File: src/rtl/icache_pkg.sv
// Package: shared types for the burst-fill instruction cache.
// Assumes: nothing beyond IEEE 1800-2017.
package icache_pkg;

    // State of the line-fill sequencer.
    typedef enum logic {
        FILL_IDLE = 1'b0,
        FILL_BUSY = 1'b1
    } fill_state_e;

endpackage

File: src/rtl/icache_tag_store.sv
// Module: icache_tag_store
// Holds one valid flag and one tag per line. The read port is
// combinational. A write sets the tag and the valid flag of one line.
// The clear input drops every valid flag in one cycle and takes
// priority over a write in the same cycle.
// Assumes: at most one write per cycle.
module icache_tag_store #(
    parameter int NUM_LINES = 16,
    parameter int TAG_W     = 24,
    localparam int IDX_W    = $clog2(NUM_LINES)
) (
    input  logic             clk,
    input  logic             rst_n,
    input  logic             clr_all,
    input  logic [IDX_W-1:0] rd_idx,
    output logic             rd_valid,
    output logic [TAG_W-1:0] rd_tag,
    input  logic             wr_en,
    input  logic [IDX_W-1:0] wr_idx,
    input  logic [TAG_W-1:0] wr_tag
);

    logic [NUM_LINES-1:0] line_valid;
    logic [TAG_W-1:0]     line_tag [NUM_LINES];

    for (genvar g = 0; g < NUM_LINES; g++) begin : g_line
        // Valid flag of one line: cleared by reset or clear, set by a commit.
        always_ff @(posedge clk) begin
            if (!rst_n) begin
                line_valid[g] <= 1'b0;
            end else if (clr_all) begin
                line_valid[g] <= 1'b0;
            end else if (wr_en && (wr_idx == IDX_W'(g))) begin
                line_valid[g] <= 1'b1;
            end
        end

        // Tag of one line: loaded on a commit.
        always_ff @(posedge clk) begin
            if (!rst_n) begin
                line_tag[g] <= '0;
            end else if (wr_en && (wr_idx == IDX_W'(g))) begin
                line_tag[g] <= wr_tag;
            end
        end
    end

    // Combinational lookup of the addressed line.
    always_comb begin
        rd_valid = line_valid[rd_idx];
        rd_tag   = line_tag[rd_idx];
    end

endmodule

File: src/rtl/icache_data_store.sv
// Module: icache_data_store
// Word storage for all lines, with one combinational read port and one
// write port. It has no reset: a word is read only after the valid flag
// of its line has been set, which happens after the word was written.
// Assumes: the write and read ports address words as {line, word}.
module icache_data_store #(
    parameter int NUM_LINES  = 16,
    parameter int LINE_WORDS = 4,
    parameter int DATA_W     = 32,
    localparam int IDX_W     = $clog2(NUM_LINES),
    localparam int WSEL_W    = $clog2(LINE_WORDS),
    localparam int DEPTH     = NUM_LINES * LINE_WORDS
) (
    input  logic              clk,
    input  logic [IDX_W-1:0]  rd_idx,
    input  logic [WSEL_W-1:0] rd_word,
    output logic [DATA_W-1:0] rd_data,
    input  logic              wr_en,
    input  logic [IDX_W-1:0]  wr_idx,
    input  logic [WSEL_W-1:0] wr_word,
    input  logic [DATA_W-1:0] wr_data
);

    logic [DATA_W-1:0] words [DEPTH];

    // Write one beat into its slot.
    always_ff @(posedge clk) begin
        if (wr_en) begin
            words[{wr_idx, wr_word}] <= wr_data;
        end
    end

    // Combinational read for the hit path.
    always_comb begin
        rd_data = words[{rd_idx, rd_word}];
    end

endmodule

File: src/rtl/icache_fill_ctrl.sv
// Module: icache_fill_ctrl
// Sequences one line fill. A miss seen while idle latches the line
// index, tag and wanted word, and starts a burst. Each memory beat
// writes the next word of the line. The beat matching the wanted word
// is flagged as critical. The last beat commits tag and valid unless an
// invalidate was seen during the burst.
// Assumes: memory returns exactly LINE_WORDS beats per burst, in order.
module icache_fill_ctrl
    import icache_pkg::*;
#(
    parameter int NUM_LINES  = 16,
    parameter int LINE_WORDS = 4,
    parameter int TAG_W      = 24,
    localparam int IDX_W     = $clog2(NUM_LINES),
    localparam int WSEL_W    = $clog2(LINE_WORDS)
) (
    input  logic              clk,
    input  logic              rst_n,
    input  logic              inv_all,
    input  logic              lookup_req,
    input  logic              lookup_hit,
    input  logic [IDX_W-1:0]  lookup_idx,
    input  logic [TAG_W-1:0]  lookup_tag,
    input  logic [WSEL_W-1:0] lookup_word,
    input  logic              beat_valid,
    output logic              busy,
    output logic [IDX_W-1:0]  fill_idx,
    output logic [TAG_W-1:0]  fill_tag,
    output logic [WSEL_W-1:0] fill_beat,
    output logic              beat_wr,
    output logic              beat_critical,
    output logic              line_commit
);

    localparam logic [WSEL_W-1:0] LAST_BEAT = WSEL_W'(LINE_WORDS - 1);

    fill_state_e       state_q;
    logic [WSEL_W-1:0] want_q;
    logic              kill_q;

    // Fill sequencer: start on a miss, count beats, return to idle after the last beat.
    always_ff @(posedge clk) begin
        if (!rst_n) begin
            state_q   <= FILL_IDLE;
            fill_idx  <= '0;
            fill_tag  <= '0;
            fill_beat <= '0;
            want_q    <= '0;
            kill_q    <= 1'b0;
        end else begin
            case (state_q)
                FILL_IDLE: begin
                    if (lookup_req && !lookup_hit) begin
                        state_q   <= FILL_BUSY;
                        fill_idx  <= lookup_idx;
                        fill_tag  <= lookup_tag;
                        want_q    <= lookup_word;
                        fill_beat <= '0;
                        kill_q    <= 1'b0;
                    end
                end
                FILL_BUSY: begin
                    if (inv_all) begin
                        kill_q <= 1'b1;
                    end
                    if (beat_valid) begin
                        fill_beat <= fill_beat + 1'b1;
                        if (fill_beat == LAST_BEAT) begin
                            state_q <= FILL_IDLE;
                        end
                    end
                end
                default: state_q <= FILL_IDLE;
            endcase
        end
    end

    // Per-beat strobes derived from the sequencer state.
    always_comb begin
        busy          = (state_q == FILL_BUSY);
        beat_wr       = busy && beat_valid;
        beat_critical = beat_wr && (fill_beat == want_q);
        line_commit   = beat_wr && (fill_beat == LAST_BEAT) && !kill_q;
    end

endmodule

File: src/rtl/line_burst_icache.sv
// Module: line_burst_icache (top)
// Direct-mapped instruction cache with whole-line burst fill. It splits
// the fetch address, looks up the tag store, serves hits from the data
// store in the same cycle and hands misses to the fill sequencer. During
// a burst, the critical word is forwarded straight from the memory bus.
// Assumes: the processor holds cpu_req and cpu_addr until cpu_ready;
// memory keeps beats in order and sends none unless mem_req is high.
module line_burst_icache #(
    parameter int ADDR_W     = 32,
    parameter int DATA_W     = 32,
    parameter int LINE_WORDS = 4,
    parameter int NUM_LINES  = 16
) (
    input  logic              clk,
    input  logic              rst_n,
    input  logic              inv_all,
    input  logic              cpu_req,
    input  logic [ADDR_W-1:0] cpu_addr,
    output logic              cpu_ready,
    output logic [DATA_W-1:0] cpu_rdata,
    output logic              mem_req,
    output logic [ADDR_W-1:0] mem_addr,
    input  logic              mem_valid,
    input  logic [DATA_W-1:0] mem_rdata
);

    localparam int BYTE_W   = $clog2(DATA_W / 8);
    localparam int WSEL_W   = $clog2(LINE_WORDS);
    localparam int IDX_W    = $clog2(NUM_LINES);
    localparam int LINE_LSB = BYTE_W + WSEL_W;
    localparam int TAG_LSB  = LINE_LSB + IDX_W;
    localparam int TAG_W    = ADDR_W - TAG_LSB;

    logic [WSEL_W-1:0] req_word;
    logic [IDX_W-1:0]  req_idx;
    logic [TAG_W-1:0]  req_tag;
    logic [BYTE_W-1:0] unused_byte_off;

    logic              rd_valid;
    logic [TAG_W-1:0]  rd_tag;
    logic [DATA_W-1:0] rd_data;
    logic              lookup_hit;

    logic              busy;
    logic [IDX_W-1:0]  fill_idx;
    logic [TAG_W-1:0]  fill_tag;
    logic [WSEL_W-1:0] fill_beat;
    logic              beat_wr;
    logic              beat_critical;
    logic              line_commit;

    // Address split into word select, line index and tag.
    always_comb begin
        unused_byte_off = cpu_addr[BYTE_W-1:0];
        req_word        = cpu_addr[LINE_LSB-1:BYTE_W];
        req_idx         = cpu_addr[TAG_LSB-1:LINE_LSB];
        req_tag         = cpu_addr[ADDR_W-1:TAG_LSB];
    end

    icache_tag_store #(
        .NUM_LINES (NUM_LINES),
        .TAG_W     (TAG_W)
    ) tags_i (
        .clk      (clk),
        .rst_n    (rst_n),
        .clr_all  (inv_all),
        .rd_idx   (req_idx),
        .rd_valid (rd_valid),
        .rd_tag   (rd_tag),
        .wr_en    (line_commit),
        .wr_idx   (fill_idx),
        .wr_tag   (fill_tag)
    );

    icache_data_store #(
        .NUM_LINES  (NUM_LINES),
        .LINE_WORDS (LINE_WORDS),
        .DATA_W     (DATA_W)
    ) data_i (
        .clk     (clk),
        .rd_idx  (req_idx),
        .rd_word (req_word),
        .rd_data (rd_data),
        .wr_en   (beat_wr),
        .wr_idx  (fill_idx),
        .wr_word (fill_beat),
        .wr_data (mem_rdata)
    );

    // Tag compare for the lookup.
    always_comb begin
        lookup_hit = rd_valid && (rd_tag == req_tag);
    end

    icache_fill_ctrl #(
        .NUM_LINES  (NUM_LINES),
        .LINE_WORDS (LINE_WORDS),
        .TAG_W      (TAG_W)
    ) fill_i (
        .clk           (clk),
        .rst_n         (rst_n),
        .inv_all       (inv_all),
        .lookup_req    (cpu_req),
        .lookup_hit    (lookup_hit),
        .lookup_idx    (req_idx),
        .lookup_tag    (req_tag),
        .lookup_word   (req_word),
        .beat_valid    (mem_valid),
        .busy          (busy),
        .fill_idx      (fill_idx),
        .fill_tag      (fill_tag),
        .fill_beat     (fill_beat),
        .beat_wr       (beat_wr),
        .beat_critical (beat_critical),
        .line_commit   (line_commit)
    );

    // Processor response: hit path when idle, forwarded beat when filling.
    always_comb begin
        if (busy) begin
            cpu_ready = beat_critical;
            cpu_rdata = mem_rdata;
        end else begin
            cpu_ready = cpu_req && lookup_hit;
            cpu_rdata = rd_data;
        end
    end

    // Memory request: held for the whole burst at the line-aligned address.
    always_comb begin
        mem_req  = busy;
        mem_addr = {fill_tag, fill_idx, {LINE_LSB{1'b0}}};
    end

endmodule

File: config.mk
export PLATFORM = sky130hd
export DESIGN_NAME = line_burst_icache
export DESIGN_NICKNAME = d
export VERILOG_FILES = /design/src/rtl/icache_pkg.sv /design/src/rtl/icache_tag_store.sv /design/src/rtl/icache_data_store.sv /design/src/rtl/icache_fill_ctrl.sv /design/src/rtl/line_burst_icache.sv
export SDC_FILE = /design/constraint.sdc
export NUM_CORES = 2
export LEC_CHECK = 0
export ABC_AREA = 1
export BUFFER_PORTS_ARGS = -buffer_cell sky130_fd_sc_hd__buf_2
export CORE_MARGIN = 8
export CORE_UTILIZATION = 40
export CTS_CLUSTER_DIAMETER = 100
export DETAILED_ROUTE_END_ITERATION = 16
export GPL_ROUTABILITY_DRIVEN = 0
export SYNTH_ARGS = -nofsm -noshare
export SYNTH_HDL_FRONTEND = slang
export SYNTH_SLANG_ARGS = --single-unit
File: constraint.sdc
create_clock -name clk -period 3.6 [get_ports clk]
set_clock_uncertainty 0.05 [all_clocks]
set_input_delay 0.54 -clock clk [delete_from_list [all_inputs] [get_ports clk]]
set_output_delay 0.54 -clock clk [all_outputs]
set_load 0.02 [all_outputs]
==> flow_metrics.tcl <==
set metrics [dict create \
    status "completed" \
    synth_edf_count 2432 \
    synth-simple-area-share 0.122 \
    required_ps 3010 \
    slew_headroom 0.290 \
    dr.first_iter.drc_count 8430 \
    clock.fmax_ghz 0.280 \
    fillCellCount 22000 \
    finalSetupTns_ps 0 \
    num-nets-final 8934 \
    async_flop_share 0 \
    max_cap_viol_count 0 \
    p_per_area_mw_per_mm2 532 \
    worst-slew-pin-transition_ps 1060 \
    overflow 0 \
    hold_viol 0 \
    io_buffers 128 \
    path_max_fanout 28 \
    routed_wl_um 315000 \
    firstDrtPassIters 6 \
    die_y_um 517 \
    synthXorXnorAreaFrac 0 \
    insertion_delay_ps 900 \
    synth_fa_ha_area_frac 0.000125 \
    start_util 0.401 \
    cts_made_buffers 274 \
    yosys.area.top_type "edfxtp_1" \
    synth.area.mux_share 0 \
    clk_pin_slew_ps 60 \
    startpoint_type "primary input" \
    syn_area_mm2 0.100 \
    via_per_inst 5.69 \
    synth_common_cells "edfxtp_1 (2432), nor2_1 (1852), o21ai_0 (1265), nand2_1 (876), o22ai_1 (616)" \
    ys_ff_latch 2482 \
    die_w_um 517 \
    synth_flop_cell "edfxtp_1" \
    p_leak_nw 40.5 \
    synth-compound-area-share 0.107 \
    grt_pass1_wl_um 454000 \
    path_class "primary input to output pin" \
    avgSynthCellArea_um2 11.9 \
    row_count 184 \
    globalRouteTotalUtil 0.227 \
    syn_to_final_growth_pct 18.3 \
    holdCritPathClass "primary input to flip-flop" \
    ys_types 34 \
    antenna_found_initial 11 \
    fin_crit_ps 3570 \
    numClockSinks 2482 \
    grt_setup_unrepaired "true" \
    post-route-drc-count 0 \
    grt_max_degree 91 \
    h-tree-depth 5 \
    vias 70600 \
    synth_top_family_by_area "simple AND/OR/NAND/NOR gates" \
    final_layout_size_suffix_gt1_frac 0.132 \
    yosys_warnings 0 \
    synth_top_cells_by_area "edfxtp_1 (73%), nor2_1 (6.9%), o21ai_0 (6.3%), o22ai_1 (3.8%), nand2_1 (3.3%)" \
    ioPinCount 135 \
    cts_buffer_depth 4 \
    slew_viol_final 0 \
    drtAntennaViolNets 0 \
    dpl.hpwl_um 178000 \
    routedWlPerCell_um 25.4 \
    worst_slack_ps 33.5 \
    cts_tree "yes" \
    cp-end-kind "output pin" \
    pre_cts_ws_ps -186 \
    total_power_mw 63.2 \
    peakVddDrop_uv 532 \
    grt_pass1_vias 67600 \
    fin_crit_sh 0.991 \
    synth_top_area_frac 0.727 \
    core_mm2 0.250 \
    setup_viol 0 \
    final_core_util 0.474 \
    die-area_mm2 0.267 \
    cts-root-buf "clkbuf_16" \
    post_cts_buffers 0 \
    yosysSeqAreaShare 0.737 \
    cp.arrival_ps 2980 \
    synth_cells 8422 \
    yosysMostFrequentCell "edfxtp_1" \
]
cell usage in the layout (no fill, tap or decap), types with 65 or more instances in the layout:
master / netlist / final
nand2_1: 876 / 871
nor2_1: 1852 / 1785
nand3_1: 388 / 371
o21ai_0: 1265 / 1254
buf_2: 59 / 121
clkbuf_1: 492 / 79
buf_4: 12 / 448
o22ai_1: 616 / 608
buf_12: 1 / 150
edfxtp_1: 2432 / 2432
inv_1: 214 / 212
clkbuf_16: 0 / 285
nor2_4: 0 / 65
final timing paths:
path                                            start                endpoint  slack, ps  cells after the start
worst min register to register  tags_i.line_valid[12]   tags_i.line_valid[12]        410                      2
worst min-delay path                            rst_n        fill_i.want_q[0]        110                      3
worst max-delay path                      cpu_addr[2]           cpu_rdata[22]         30                     15
worst max register to register     fill_i.fill_idx[1]  tags_i.line_tag[6][15]        670                      7
cell families (layout without fill, tap and decap cells):
| logic type | Yosys count | in the layout |
|---|---|---|
| and+or+nand+nor | 3134 | 3134 |
| DFF | 2482 | 2482 |
| AOI/OAI and AO/OA | 1971 | 1971 |
| buffers and inverters | 833 | 1457 |
| adders and majority gates | 1 | 1 |
| other | 1 | 14 |
final cells by class:
cell class / count / area (µm²) / area share
Sequential cell: 2482 / 74000 / 0.623
Multi-Input combinational cell: 5110 / 23700 / 0.200
Timing Repair Buffer: 776 / 7780 / 0.0655
Clock buffer: 365 / 7400 / 0.0622
Tap cell: 3348 / 4190 / 0.0352
Inverter: 220 / 883 / 0.00743
Clock inverter: 96 / 815 / 0.00685
Antenna cell: 10 / 25.0 / 0.000211
power by group:
| group | internal [mW] | switching [mW] |
|---|---|---|
| combinational | 1.49 | 3.42 |
| sequential | 31.9 | 0.0910 |
| clock | 15.4 | 10.9 |
| total | 48.8 | 14.5 |
critical path, cell delays in order:
cell and delay, ps:
buf_12 170, buf_16 250, buf_12 210, buf_12 160, o21ai_0 100, o22ai_1 170
o21ai_0 130, o22ai_1 210, buf_4 160, o21ai_1 80, buf_4 220, o22ai_1 180
nand2_1 80, nand2_1 60, buf_2 160
metal layers:
metal	part of all wire	GRT usage	wire length, µm
met1	0.40	0.302	126000
met2	0.47	0.370	147000
met3	0.090	0.0416	28500
met4	0.044	0.0929	14000
met5	0.00013	0	40
state kept, by name, indices dropped and copies added (netlist names):
signal             flops
data_i.words        2048
tags_i.line_tag      384
fill_i.fill_tag       24
tags_i.line_valid     16
fill_i.fill_idx        4
fill_i.fill_beat       2
fill_i.want_q          2
fill_i.busy            1
fill_i.kill_q          1
metrics by stage:
step / area [µm²] / hold WS (ps) / std cells
after floorplan: 100000 / 380 / 8425
after global placement: 110000 / 393 / 11900
after detailed placement: 110000 / 394 / 11900
after CTS: 119000 / 24.9 / 12400
after global routing: 119000 / 80.4 / 12400
final: 119000 / 107 / 12400
what timing repair did:
action	in CTS	in global routing
gates resized for setup	27	48
hold buffers	29	0
pin swaps	1	11
endpoints found under the hold margin	60	0
cloned	1	4
setup endpoints to repair	13	24
Note: power is estimated with default switching activity, not from simulation.
